==> config.mk <==
export PLATFORM = sky130hd
export DESIGN_NAME = lmap_top
export DESIGN_NICKNAME = d
export VERILOG_FILES = /design/src/rtl/lmap_pkg.sv /design/src/rtl/lmap_select.sv /design/src/rtl/lmap_xbar.sv /design/src/rtl/lmap_top.sv
export SDC_FILE = /design/constraint.sdc
export NUM_CORES = 1
export LEC_CHECK = 0
export ABC_AREA = 1
export BUFFER_PORTS_ARGS = -buffer_cell sky130_fd_sc_hd__buf_2
export CAP_MARGIN = 25
export CORE_MARGIN = 1
export CORE_UTILIZATION = 43
export DETAILED_ROUTE_END_ITERATION = 8
export GPL_TIMING_DRIVEN = 1
export PLACE_DENSITY_LB_ADDON = 0.3
export SLEW_MARGIN = 25
export SYNTH_ARGS = -nofsm -noshare
export SYNTH_HDL_FRONTEND = slang
export SYNTH_SLANG_ARGS = --single-unit
==> constraint.sdc <==
create_clock -name clk -period 2.8 [get_ports clk]
set_input_delay 0.56 -clock clk [delete_from_list [all_inputs] [get_ports clk]]
set_output_delay 0.56 -clock clk [all_outputs]
set_load 0.1 [all_outputs]
==> src/rtl/lmap_pkg.sv <==
package lmap_pkg;
  localparam int LANES = 4;
  localparam int LW    = 6;

  typedef enum logic [1:0] {
    MAP_NORM = 2'd0,
    MAP_REV4 = 2'd1,
    MAP_REV2 = 2'd2,
    MAP_REV1 = 2'd3
  } map_e;

  // Any encoding other than 1, 2 or 4 collapses to a single lane.
  function automatic logic [LW-1:0] legal_width(input logic [LW-1:0] w);
    if (w == LW'(1) || w == LW'(2) || w == LW'(4)) return w;
    return LW'(1);
  endfunction

  // Physical lane that a logical lane uses under a given order.
  function automatic logic [1:0] phys_of(input logic [1:0] l, input map_e m);
    case (m)
      MAP_REV4: return 2'd3 - l;
      MAP_REV2: return {l[1], ~l[0]};
      MAP_REV1: return 2'd3;
      default:  return l;
    endcase
  endfunction

  function automatic logic lane_used(input logic [1:0] l, input logic [LW-1:0] w);
    return {{(LW-2){1'b0}}, l} < w;
  endfunction
endpackage

==> src/rtl/lmap_select.sv <==
module lmap_select
  import lmap_pkg::*;
(
  input  logic [LW-1:0]    max_w,
  input  logic             rev_dis,
  input  logic             far_rev,
  input  logic [LANES-1:0] det,
  input  logic             hist,
  output logic [LW-1:0]    sel_w,
  output map_e             sel_map
);
  logic all_det;
  logic pair_det;
  logic wide_ok;

  assign all_det  = &det;
  assign pair_det = det[0] & det[1];
  assign wide_ok  = (max_w != LW'(1));

  always_comb begin
    sel_w   = LW'(1);
    sel_map = MAP_NORM;
    if (rev_dis || !far_rev) begin
      if (max_w == LW'(4) && all_det)  sel_w = LW'(4);
      else if (wide_ok && pair_det)    sel_w = LW'(2);
    end else if (max_w == LW'(4) && all_det) begin
      sel_w   = LW'(4);
      sel_map = MAP_REV4;
    end else if (hist && det[3]) begin
      sel_map = MAP_REV1;
    end else if (!hist && wide_ok && pair_det) begin
      sel_w   = LW'(2);
      sel_map = MAP_REV2;
    end
  end
endmodule

==> src/rtl/lmap_xbar.sv <==
module lmap_xbar
  import lmap_pkg::*;
#(
  parameter int DW = 8
) (
  input  map_e               map,
  input  logic [LW-1:0]      width,
  input  logic [LANES*DW-1:0] tx_log,
  input  logic [LANES*DW-1:0] rx_phy,
  output logic [LANES*DW-1:0] tx_phy,
  output logic [LANES*DW-1:0] rx_log,
  output logic [LANES-1:0]   active
);
  for (genvar p = 0; p < LANES; p++) begin : g_phys
    always_comb begin
      tx_phy[p*DW +: DW] = '0;
      active[p]          = 1'b0;
      for (int l = 0; l < LANES; l++) begin
        if (lane_used(2'(l), width) && phys_of(2'(l), map) == 2'(p)) begin
          tx_phy[p*DW +: DW] = tx_log[l*DW +: DW];
          active[p]          = 1'b1;
        end
      end
    end
  end

  for (genvar l = 0; l < LANES; l++) begin : g_log
    logic [1:0] src;
    assign src = phys_of(2'(l), map);
    assign rx_log[l*DW +: DW] = lane_used(2'(l), width) ? rx_phy[int'(src)*DW +: DW] : '0;
  end
endmodule

==> src/rtl/lmap_top.sv <==
module lmap_top
  import lmap_pkg::*;
#(
  parameter int DW = 8
) (
  input  logic                clk,
  input  logic                rst_n,
  input  logic [5:0]          cfg_max_width,
  input  logic                cfg_rev_dis,
  input  logic [3:0]          det_lanes,
  input  logic                far_rev,
  input  logic                train_req,
  input  logic [4*DW-1:0]     tx_log_data,
  input  logic [4*DW-1:0]     rx_phy_data,
  output logic                train_done,
  output logic [5:0]          neg_width,
  output logic                reversed,
  output logic [3:0]          lane_active,
  output logic [15:0]         lcap_o,
  output logic [4*DW-1:0]     tx_phy_data,
  output logic [4*DW-1:0]     rx_log_data
);
  logic [LW-1:0] max_w_legal;
  logic [LW-1:0] sel_w;
  map_e          sel_map;
  logic [LW-1:0] cur_w;
  map_e          cur_map;
  logic          hist_q;
  logic          hist_next;
  logic          done_q;

  assign max_w_legal = legal_width(cfg_max_width);
  assign lcap_o      = {4'b0000, max_w_legal, 6'b000000};

  lmap_select u_sel (
    .max_w   (max_w_legal),
    .rev_dis (cfg_rev_dis),
    .far_rev (far_rev),
    .det     (det_lanes),
    .hist    (hist_q),
    .sel_w   (sel_w),
    .sel_map (sel_map)
  );

  // History survives only while the link stays in a reversed x4-derived order.
  assign hist_next = (sel_map == MAP_REV4) || (sel_map == MAP_REV1);

  always_ff @(posedge clk) begin
    if (!rst_n) begin
      cur_w   <= LW'(1);
      cur_map <= MAP_NORM;
      hist_q  <= 1'b0;
      done_q  <= 1'b0;
    end else begin
      done_q <= train_req;
      if (train_req) begin
        cur_w   <= sel_w;
        cur_map <= sel_map;
        hist_q  <= hist_next;
      end
    end
  end

  lmap_xbar #(.DW(DW)) u_xbar (
    .map    (cur_map),
    .width  (cur_w),
    .tx_log (tx_log_data),
    .rx_phy (rx_phy_data),
    .tx_phy (tx_phy_data),
    .rx_log (rx_log_data),
    .active (lane_active)
  );

  assign train_done = done_q;
  assign neg_width  = cur_w;
  assign reversed   = (cur_map != MAP_NORM);
endmodule

* Yosys cells after proc, flatten, opt, wreduce, memory -nomap -nowiden
Cells that the tools add are included.
Storage, ports and cells: memory bits (read-only) 0, bits in writable memories 0, input port bits 79, bits in registers 10, bits in latches 0, memories kept 0
Cells by class: divide/modulo/power cells 0, equality and inequality tests 22, multiply operators 0, $add $sub $neg 0, shift-type cells 4, $lt $le $gt $ge 4, reductions and logical operators 35, multiplexer cells 53, bitwise gates (word level) 1
Operators by type and width (count):
- 2-to-1 mux 8 bit | 20
- variable part select 32 x 6 -> 8 bit | 4
- 2-to-1 mux 6 bit | 6
- equality test 2 bit, second input constant | 11
- logical AND 1 bit | 21
- 2-to-1 mux 1 bit | 17
- equality test 2 x 1 -> 1 bit, second input constant | 6
- equality test 6 x 3 -> 1 bit, second input constant | 2
- < comparator 1 x 6 -> 1 bit, first input constant | 2
- < comparator 2 x 6 -> 1 bit, first input constant | 2
- 2-to-1 mux 2 bit | 6
- one-hot mux 2 bit (2 select lines) | 3
- zero test 2 bit | 4
- equality test 6 x 1 -> 1 bit, second input constant | 1
- equality test 6 x 2 -> 1 bit, second input constant | 1
- != test 6 x 1 -> 1 bit, second input constant | 1
- one-hot mux 2 bit (3 select lines) | 1
- logical OR 1 bit | 4
- AND reduction 4 bit | 1
- OR reduction 2 bit | 2
- zero test 1 bit | 2
- nonzero test 2 bit | 1
- bitwise AND 1 bit | 1

* Longest topological paths before layout
Gate-level depths: netlist of the first run.
depth after elaboration 14, gate-level depth with buffers 11

* Modules after synthesis
Synthesis of the first run repeated with hierarchy kept, for this count alone.
Unflattened totals: cell total of the unflattened synthesis 696, area total of the unflattened synthesis 3385.7 sq um
By module, submodules not included:
- lmap_xbar | instances 1, area an instance 2682.6 sq um, seq. area each 0.0 sq um, cells each 586
- lmap_top | instances 1, area an instance 538.0 sq um, seq. area each 200.2 sq um, cells each 76
- lmap_select | instances 1, area an instance 165.2 sq um, seq. area each 0.0 sq um, cells each 34

* Least setup slack after synthesis of the first run
OpenSTA, ideal clock, no wires.
kind reg-to-output, from reg cur_w[1] (netlist: neg_width[1]), to out tx_phy_data[1], stages on the path, launching flop included 8, data arrival time 3.841 ns, data required time 2.240 ns, slack -1.601 ns, path through dfxtp_1 > a21oi_2 > inv_2 > buf_4 > nand3_2 > nand3_1 > o21ai_0 > o21ai_0
On the way: word-level cells in the longest chain between the ends 6, elaborated cells between the ends (all ways) 12, classes of those cells order compare: 4; mux: 4; reduce/logical: 4
RTL lines:
- from (decl) | RTL line lmap_top.sv:26 | logic [LW-1:0] cur_w;
- from (signal assigned) | RTL line lmap_top.sv:57 | cur_w <= sel_w;
- < comparator 1 x 6 -> 1 bit | RTL line lmap_pkg.sv:29 | return {{(LW-2){1'b0}}, l} < w;
- logical AND 1 bit | RTL line lmap_xbar.sv:19 | if (lane_used(2'(l), width) && phys_of(2'(l), map) == 2'(p)) begin
- 2-to-1 mux 8 bit (3 in series) | RTL line lmap_xbar.sv:19
- 2-to-1 mux 8 bit (*) | RTL line lmap_xbar.sv:19
- to (decl) | RTL line lmap_top.sv:20 | output logic [4*DW-1:0] tx_phy_data,
Mark *: on every way between the ends. The rest lies on a longest branch, timed or not.

* Worst setup path in the final report of the first run
from reg cur_map[1], to out lane_active[0]
On the way: word-level cells in the longest chain between the ends 9, elaborated cells between the ends (all ways) 21, classes of those cells eq/ne: 3; mux: 8; reduce/logical: 10
RTL lines:
- from (decl) | RTL line lmap_top.sv:27 | map_e cur_map;
- from (signal assigned) | RTL line lmap_top.sv:58 | cur_map <= sel_map;
- equality test 2 bit / equality test 2 x 1 -> 1 bit (equally long branches) | RTL line lmap_pkg.sv:20 | case (m)
- OR reduction 2 bit (no source line)
- one-hot mux 2 bit (2 select lines) | RTL line lmap_pkg.sv:20
- zero test 2 bit | RTL line lmap_xbar.sv:19
- logical AND 1 bit | RTL line lmap_xbar.sv:19
- 2-to-1 mux 1 bit (3 in series) | RTL line lmap_xbar.sv:19
- 2-to-1 mux 1 bit (*) | RTL line lmap_xbar.sv:19
- to (decl) | RTL line lmap_top.sv:18 | output logic [3:0] lane_active,
Marked as above.

==> impl_metrics.py, run 1 <==
metrics = {
    "layout": {
        "fin_area_sq_mm": 0.00475,
        "mostFrequentLayoutCells": "112 x nand2_1, 93 x o21ai_0, 89 x buf_2",
        "layout.cells.non_filler": 715,
        "drive_above_1_share": 0.423,
        "layout_commonest_cell": "nand2_1",
        "layout.nets": 732,
        "fill_cells": 309,
        "area_growth_pct": 90.9,
        "n_antenna_cell": 0,
    },
    "setup_path": {
        "crit_family": "simple AND/OR/NAND/NOR gates",
        "cp.arrival_ns": 2.21,
        "reg2reg_to": "cur_map[1]",
        "crit_path_cell_trace": "inv_1, ha_1, nand2_2, inv_1, nor2_1, nand3_1, buf_12",
        "reg2reg_depth": 5,
        "required_ns": 2.24,
        "reg2reg_setup_slack_ns": 1.85,
        "cp-end-kind": "output pin",
        "critPathBufInv": 3,
        "r2r-start": "cur_map[0]",
        "critical_path_class": "register to output pin",
        "cpMostUsedCell": "inv_1",
        "slowest_stage": "nor2_1",
        "max_stage_delay_ns": 0.46,
        "critPathLaunchType": "register",
        "cp_max_fo": 10,
    },
    "drt": {
        "num_vias": 4342,
        "drtIter0Drc": 606,
        "firstDrtPassIters": 7,
        "routedWlPerCell_um": 16.2,
        "via_per_inst": 6.07,
        "routed_wl_um": 11600,
        "ant_nets": 0,
        "drc_errors": 0,
    },
    "placed_design": {
        "io_buffers": 154,
        "hpwlAfterDp_um": 8990,
        "placedCellCount": 712,
        "gp_congestion": 0.989,
        "pre_cts_ws_ns": 0.113,
        "placed_cell_area_sq_mm": 0.00465,
    },
    "cts": {
        "postCtsSetupBuffers": 0,
        "clock-sinks": 6,
        "cts_tree": "yes",
        "cts_buffers": 3,
        "cts.clk_slew.worst_paths_ns": 0.04,
        "root_buffer": "clkbuf_8",
        "postCtsHoldBufs": 0,
        "worstSkewPairLatency_ns": 0.23,
        "htree_levels": 1,
        "cts_max_path_buffers": 2,
    },
    "pwr": {
        "leakage_nw": 2.24,
        "ir_drop_mv": 0.315,
        "cellPowerDensity_mw_per_mm2": 297,
    },
    "die": {
        "core_sq_mm": 0.00554,
        "start_util": 0.449,
        "num_rows": 27,
        "die_x_um": 78.1,
        "die_y_um": 78.1,
        "io-pin-count": 171,
        "dieArea_sq_mm": 0.00609,
    },
    "global_route": {
        "grt.total_usage": 0.364,
        "grt_pass1_wl_um": 18300,
        "grt_pass1_vias": 4123,
        "grt_start_max_net_pins": 32,
        "grt_antenna_before_repair": 0,
        "grt_overflow": 0,
    },
    "run": {
        "drv_cap": 0,
    },
    "timing": {
        "worst_pin_slew_ns": 0.552,
        "fmax_ghz": 0.361,
        "whs_ns": 0.531,
        "fin_crit_sh": 0.990,
        "finClkSkew_ns": 0.000733,
        "fin_crit_ns": 2.77,
        "hold_viol_final": 0,
        "layout_setup_ws_ns": 0.0270,
        "setup-tns-final_ns": 0,
        "slew_headroom": 0.631,
        "drv_slew": 0,
        "setup_viol": 0,
    },
    "synth": {
        "synthArstFlopShare": 0,
        "synth-main-ff-cell": "dfxtp_1",
        "ys_seq_elements": 6,
        "syn_area_per_cell_sq_um": 5.09,
        "synth_cell_types": 30,
        "yosysTopAreaCellShare": 0.227,
        "syn-cell-area_sq_mm": 0.00249,
        "seq_area_frac_synth": 0.0483,
        "synthTopCellsByArea": "o21ai_0 23%, nand2_1 17%, inv_1 8.5%",
        "yosysWarnings": 0,
        "netlist_instances": 489,
        "synth_largest_area_cell": "o21ai_0",
        "synth_edf_count": 0,
    },
    "worst_hold_path": {
        "holdCritStartpoint": "train_req",
        "hold_depth": 3,
        "hold_end": "train_done",
        "min_path_type": "input port to register",
    },
    "run_status": {
        "status": "finished, final reports clean",
    },
}
stage by stage:
stage                      util  total power [mW]
after floorplan               -             0.903
after global placement    0.839              1.24
after detailed placement  0.839              1.26
after CTS                 0.852              1.40
after global routing      0.857              1.45
final                     0.857              1.41
worst min-delay path: stages:
cell and delay [ns]:
buf_2 0.09, nand2_1 0.04, inv_1 0.04
worst max-delay path by stage:
stage	cells past startpoint	to	slack (ns)	from
3_5_place_dp	8	lane_active[3]	0.11	cur_map[0]
5_1_grt	7	lane_active[0]	-0.04	cur_map[1]
4_1_cts	10	tx_phy_data[9]	0.006	cur_map[1]
6_report	7	lane_active[0]	0.03	cur_map[1]
2_1_floorplan	7	rx_log_data[14]	-0.0007	cur_map[0]
3_3_place_gp	8	lane_active[3]	0.26	cur_map[0]
repair_timing:
action | CTS | global route
setup endpoints to repair | 21 | 43
cloned | 0 | 0
resized for setup | 12 | 10
pin swaps | 0 | 2
cell families (layout without fill, tap and decap cells):
group	after synthesis	after routing	synth area share
and+or+nand+nor	198	198	0.339
AOI/OAI and AO/OA	175	175	0.376
buffers and inverters	101	240	0.195
adders and majority gates	8	8	0.0402
DFF	6	6	0.0483
other	1	16	0.00151
sequential cells by signal, summed over array words and instances (netlist names):
name        flops
cur_map         2
neg_width       3
train_done      1
final cells by class:
type | count | area, sq um | area share
Inverter | 65 | 246 | 0.0519
Tap cell | 72 | 90.1 | 0.0190
Multi-Input combinational cell | 397 | 2450 | 0.515
Sequential cell | 6 | 126 | 0.0266
Timing Repair Buffer | 172 | 1800 | 0.379
Clock buffer | 3 | 41.3 | 0.00870
Yosys cell counts (2+ instances only):
cell,instances
nand3_1,22
buf_4,20
nand2_1,115
o22ai_1,11
inv_2,7
inv_1,56
buf_6,3
nand3_2,3
nand2_4,2
nor2_1,46
clkinv_1,2
nor2_2,2
o211ai_1,5
o21ai_1,5
buf_2,7
nor2_4,2
dfxtp_1,6
o21ai_0,113
a31oi_1,19
nand2_2,3
clkbuf_1,6
a21oi_1,19
ha_1,8
power by group:
| part | internal [mW] | switching [mW] | leakage, nW |
|---|---|---|---|
| Sequential | 0.0894 | 0.00577 | 0.0506 |
| Clock | 0.0928 | 0.0424 | 0.0216 |
| Combinational | 0.338 | 0.843 | 2.16 |
| Total | 0.520 | 0.892 | 2.24 |
per-layer routing:
metal / vias to the layer above / track usage / part of all wire
met5: - / 0 / 0
met4: 0 / 0.189 / 0.045
met3: 78 / 0.0326 / 0.098
met2: 373 / 0.654 / 0.49
met1: 1979 / 0.425 / 0.36
li1: 1912 / - / -
No activity file was read; power rests on OpenSTA's default activity.
==> inputs of run 2 (changes only) <==
--- a/config.mk
+++ b/config.mk
@@ -8,9 +8,10 @@
 export ABC_AREA = 1
 export BUFFER_PORTS_ARGS = -buffer_cell sky130_fd_sc_hd__buf_2
 export CAP_MARGIN = 25
-export CORE_MARGIN = 1
+export CORE_MARGIN = 5
 export CORE_UTILIZATION = 43
 export DETAILED_ROUTE_END_ITERATION = 8
+export GPL_ROUTABILITY_DRIVEN = 0
 export GPL_TIMING_DRIVEN = 1
 export PLACE_DENSITY_LB_ADDON = 0.3
 export SLEW_MARGIN = 25
==> run 2 against run 1 <==
Critical endpoint is now tx_phy_data[24]. Sequential power up 0.6%. Global-route usage down 3.3 points. Maximum frequency down 0.41%. Highest routed layer unchanged. Core utilization up 1.4 points. Count of clock-buffer cells in the layout unchanged. Critical path type unchanged. Sequential share of layout area down 0.085 points.
==> impl_metrics.py, run 2 (synthesis gave the netlist of run 1 again) <==
metrics = {
    "setup_path": {
        "reg2reg_to": "neg_width[2]",
        "cp-endpoint": "tx_phy_data[24]",
        "cp-end-kind": "output pin",
        "reg2reg_setup_slack_ns": 1.81,
        "reg2reg_depth": 2,
        "required_ns": 2.24,
        "max_stage_delay_ns": 0.55,
        "critPathLaunchType": "register",
        "cp_max_fo": 15,
        "critical_path_class": "register to output pin",
        "cp-startpoint": "neg_width[2]",
        "crit_path_cell_trace": "inv_2, nand2_4, nand2_1, o21ai_0, a21oi_1, o21ai_2, buf_12",
        "cp.arrival_ns": 2.22,
        "r2r-start": "neg_width[2]",
        "slowest_stage": "dfxtp_2",
    },
    "pwr": {
        "combPwrFrac": 0.837,
        "p_int_mw": 0.536,
        "p_seq_frac": 0.066,
        "pwr-share-clk": 0.096,
        "ir_drop_mv": 0.376,
        "netSwitchingPower_mw": 0.911,
        "cellPowerDensity_mw_per_mm2": 298,
        "p_sw_frac": 0.630,
        "leakage_nw": 2.25,
    },
    "layout": {
        "mostFrequentLayoutCells": "112 x nand2_1, 88 x buf_2, 87 x o21ai_0",
        "drive_above_1_share": 0.423,
        "layout.nets": 729,
        "fin_area_sq_mm": 0.00486,
        "largest_reg_flops": 3,
        "layout.cells.non_filler": 712,
        "post-route-util": 0.871,
        "area_growth_pct": 95.3,
        "layout_commonest_cell": "nand2_1",
        "n_antenna_cell": 0,
        "fill_cells": 288,
    },
    "global_route": {
        "grt_overflow": 0,
        "grt_antenna_before_repair": 0,
        "grt.total_usage": 0.330,
        "grt_pass1_vias": 4247,
        "met2_usage": 0.600,
        "met1_usage": 0.360,
        "grt_start_max_net_pins": 32,
        "grt_pass1_wl_um": 20100,
        "grtUsageMet3": 0.0500,
        "grt.busiest_layer": "met2",
    },
    "worst_hold_path": {
        "min_path_type": "register to register",
    },
    "drt": {
        "firstDrtPassIters": 8,
        "drc_errors": 0,
        "routedWlPerCell_um": 18.3,
        "num_vias": 4402,
        "ant_nets": 0,
        "routed_wl_um": 13000,
        "via_per_inst": 6.18,
        "drtIter0Drc": 718,
    },
    "die": {
        "num_rows": 27,
        "io-pin-count": 171,
        "core_sq_mm": 0.00557,
        "start_util": 0.446,
        "die_y_um": 86.1,
        "die_x_um": 86.1,
        "dieArea_sq_mm": 0.00741,
    },
    "cts": {
        "cts.clk_slew.worst_paths_ns": 0.04,
        "root_buffer": "clkbuf_8",
        "worstSkewPairLatency_ns": 0.23,
        "cts_max_path_buffers": 2,
        "clock-sinks": 6,
        "postCtsHoldBufs": 0,
        "cts_tree": "yes",
        "htree_levels": 1,
        "cts_buffers": 3,
    },
    "placed_design": {
        "placed_cell_area_sq_mm": 0.00475,
        "io_buffers": 154,
        "pre_cts_ws_ns": 0.102,
        "placedCellCount": 709,
        "hpwlAfterDp_um": 9980,
    },
    "timing": {
        "setup-tns-final_ns": 0,
        "hold_viol_final": 0,
        "layout_setup_ws_ns": 0.0156,
        "drv_slew": 0,
        "finClkSkew_ns": 0.000338,
        "fin_crit_ns": 2.78,
        "fmax_ghz": 0.359,
        "fin_crit_sh": 0.994,
        "setup_viol": 0,
    },
    "run_status": {
        "status": "finished, final reports clean",
    },
    "run": {
        "drv_cap": 0,
    },
}
[run 2: power groups by stage]
stage	combinational [mW]	clock, mW	sequential [mW]
2_1_floorplan	0.794	0	0.110
3_3_place_gp	1.17	0	0.0953
3_5_place_dp	1.19	0	0.0960
4_1_cts	1.19	0.138	0.0949
5_1_grt	1.25	0.148	0.0961
6_report	1.21	0.139	0.0957
[run 2: critical path, delay by kind of cell, from the launching register on]
kind	cells	cell delay [ns]
AO/OA/AOI/OAI	3	0.65
flip-flops	1	0.55
AND/OR/NAND/NOR	2	0.45
buffers and inverters	2	0.32
[run 2: routing by layer]
layer | vias up | part of all wire
li1 | 1909 | -
met1 | 1952 | 0.31
met2 | 424 | 0.50
met3 | 117 | 0.13
met4 | 0 | 0.062
met5 | - | 0
[run 2: how the worst min path moves through the flow]
stage / slack (ns) / from / cells after the start / end
after floorplan: 0.51 / cur_map[1] / 2 / cur_map[1]
after global placement: 0.49 / neg_width[1] / 2 / neg_width[1]
after detailed placement: 0.49 / neg_width[0] / 2 / neg_width[0]
after CTS: 0.50 / neg_width[0] / 2 / neg_width[0]
after global routing: 0.54 / neg_width[0] / 2 / neg_width[0]
final: 0.51 / neg_width[0] / 2 / neg_width[0]
[run 2: layout make-up]
class	count	area (sq um)	area share
Multi-Input combinational cell	397	2470	0.510
Timing Repair Buffer	169	1880	0.387
Inverter	65	248	0.0510
Sequential cell	6	125	0.0258
Tap cell	72	90.1	0.0185
Clock buffer	3	41.3	0.00850
[run 2: what timing repair did]
| action | in CTS | in global routing |
|---|---|---|
| setup buffers | 0 | 0 |
| pin swaps | 0 | 0 |
| setup endpoints to repair | 22 | 63 |
| gates resized for setup | 3 | 22 |
[run 2: stage by stage]
| step | hold slack [ns] | total power [mW] |
|---|---|---|
| floorplan | 0.511 | 0.903 |
| global placement | 0.491 | 1.26 |
| detailed placement | 0.493 | 1.28 |
| CTS | 0.504 | 1.43 |
| global route | 0.542 | 1.49 |
| finish | 0.510 | 1.45 |
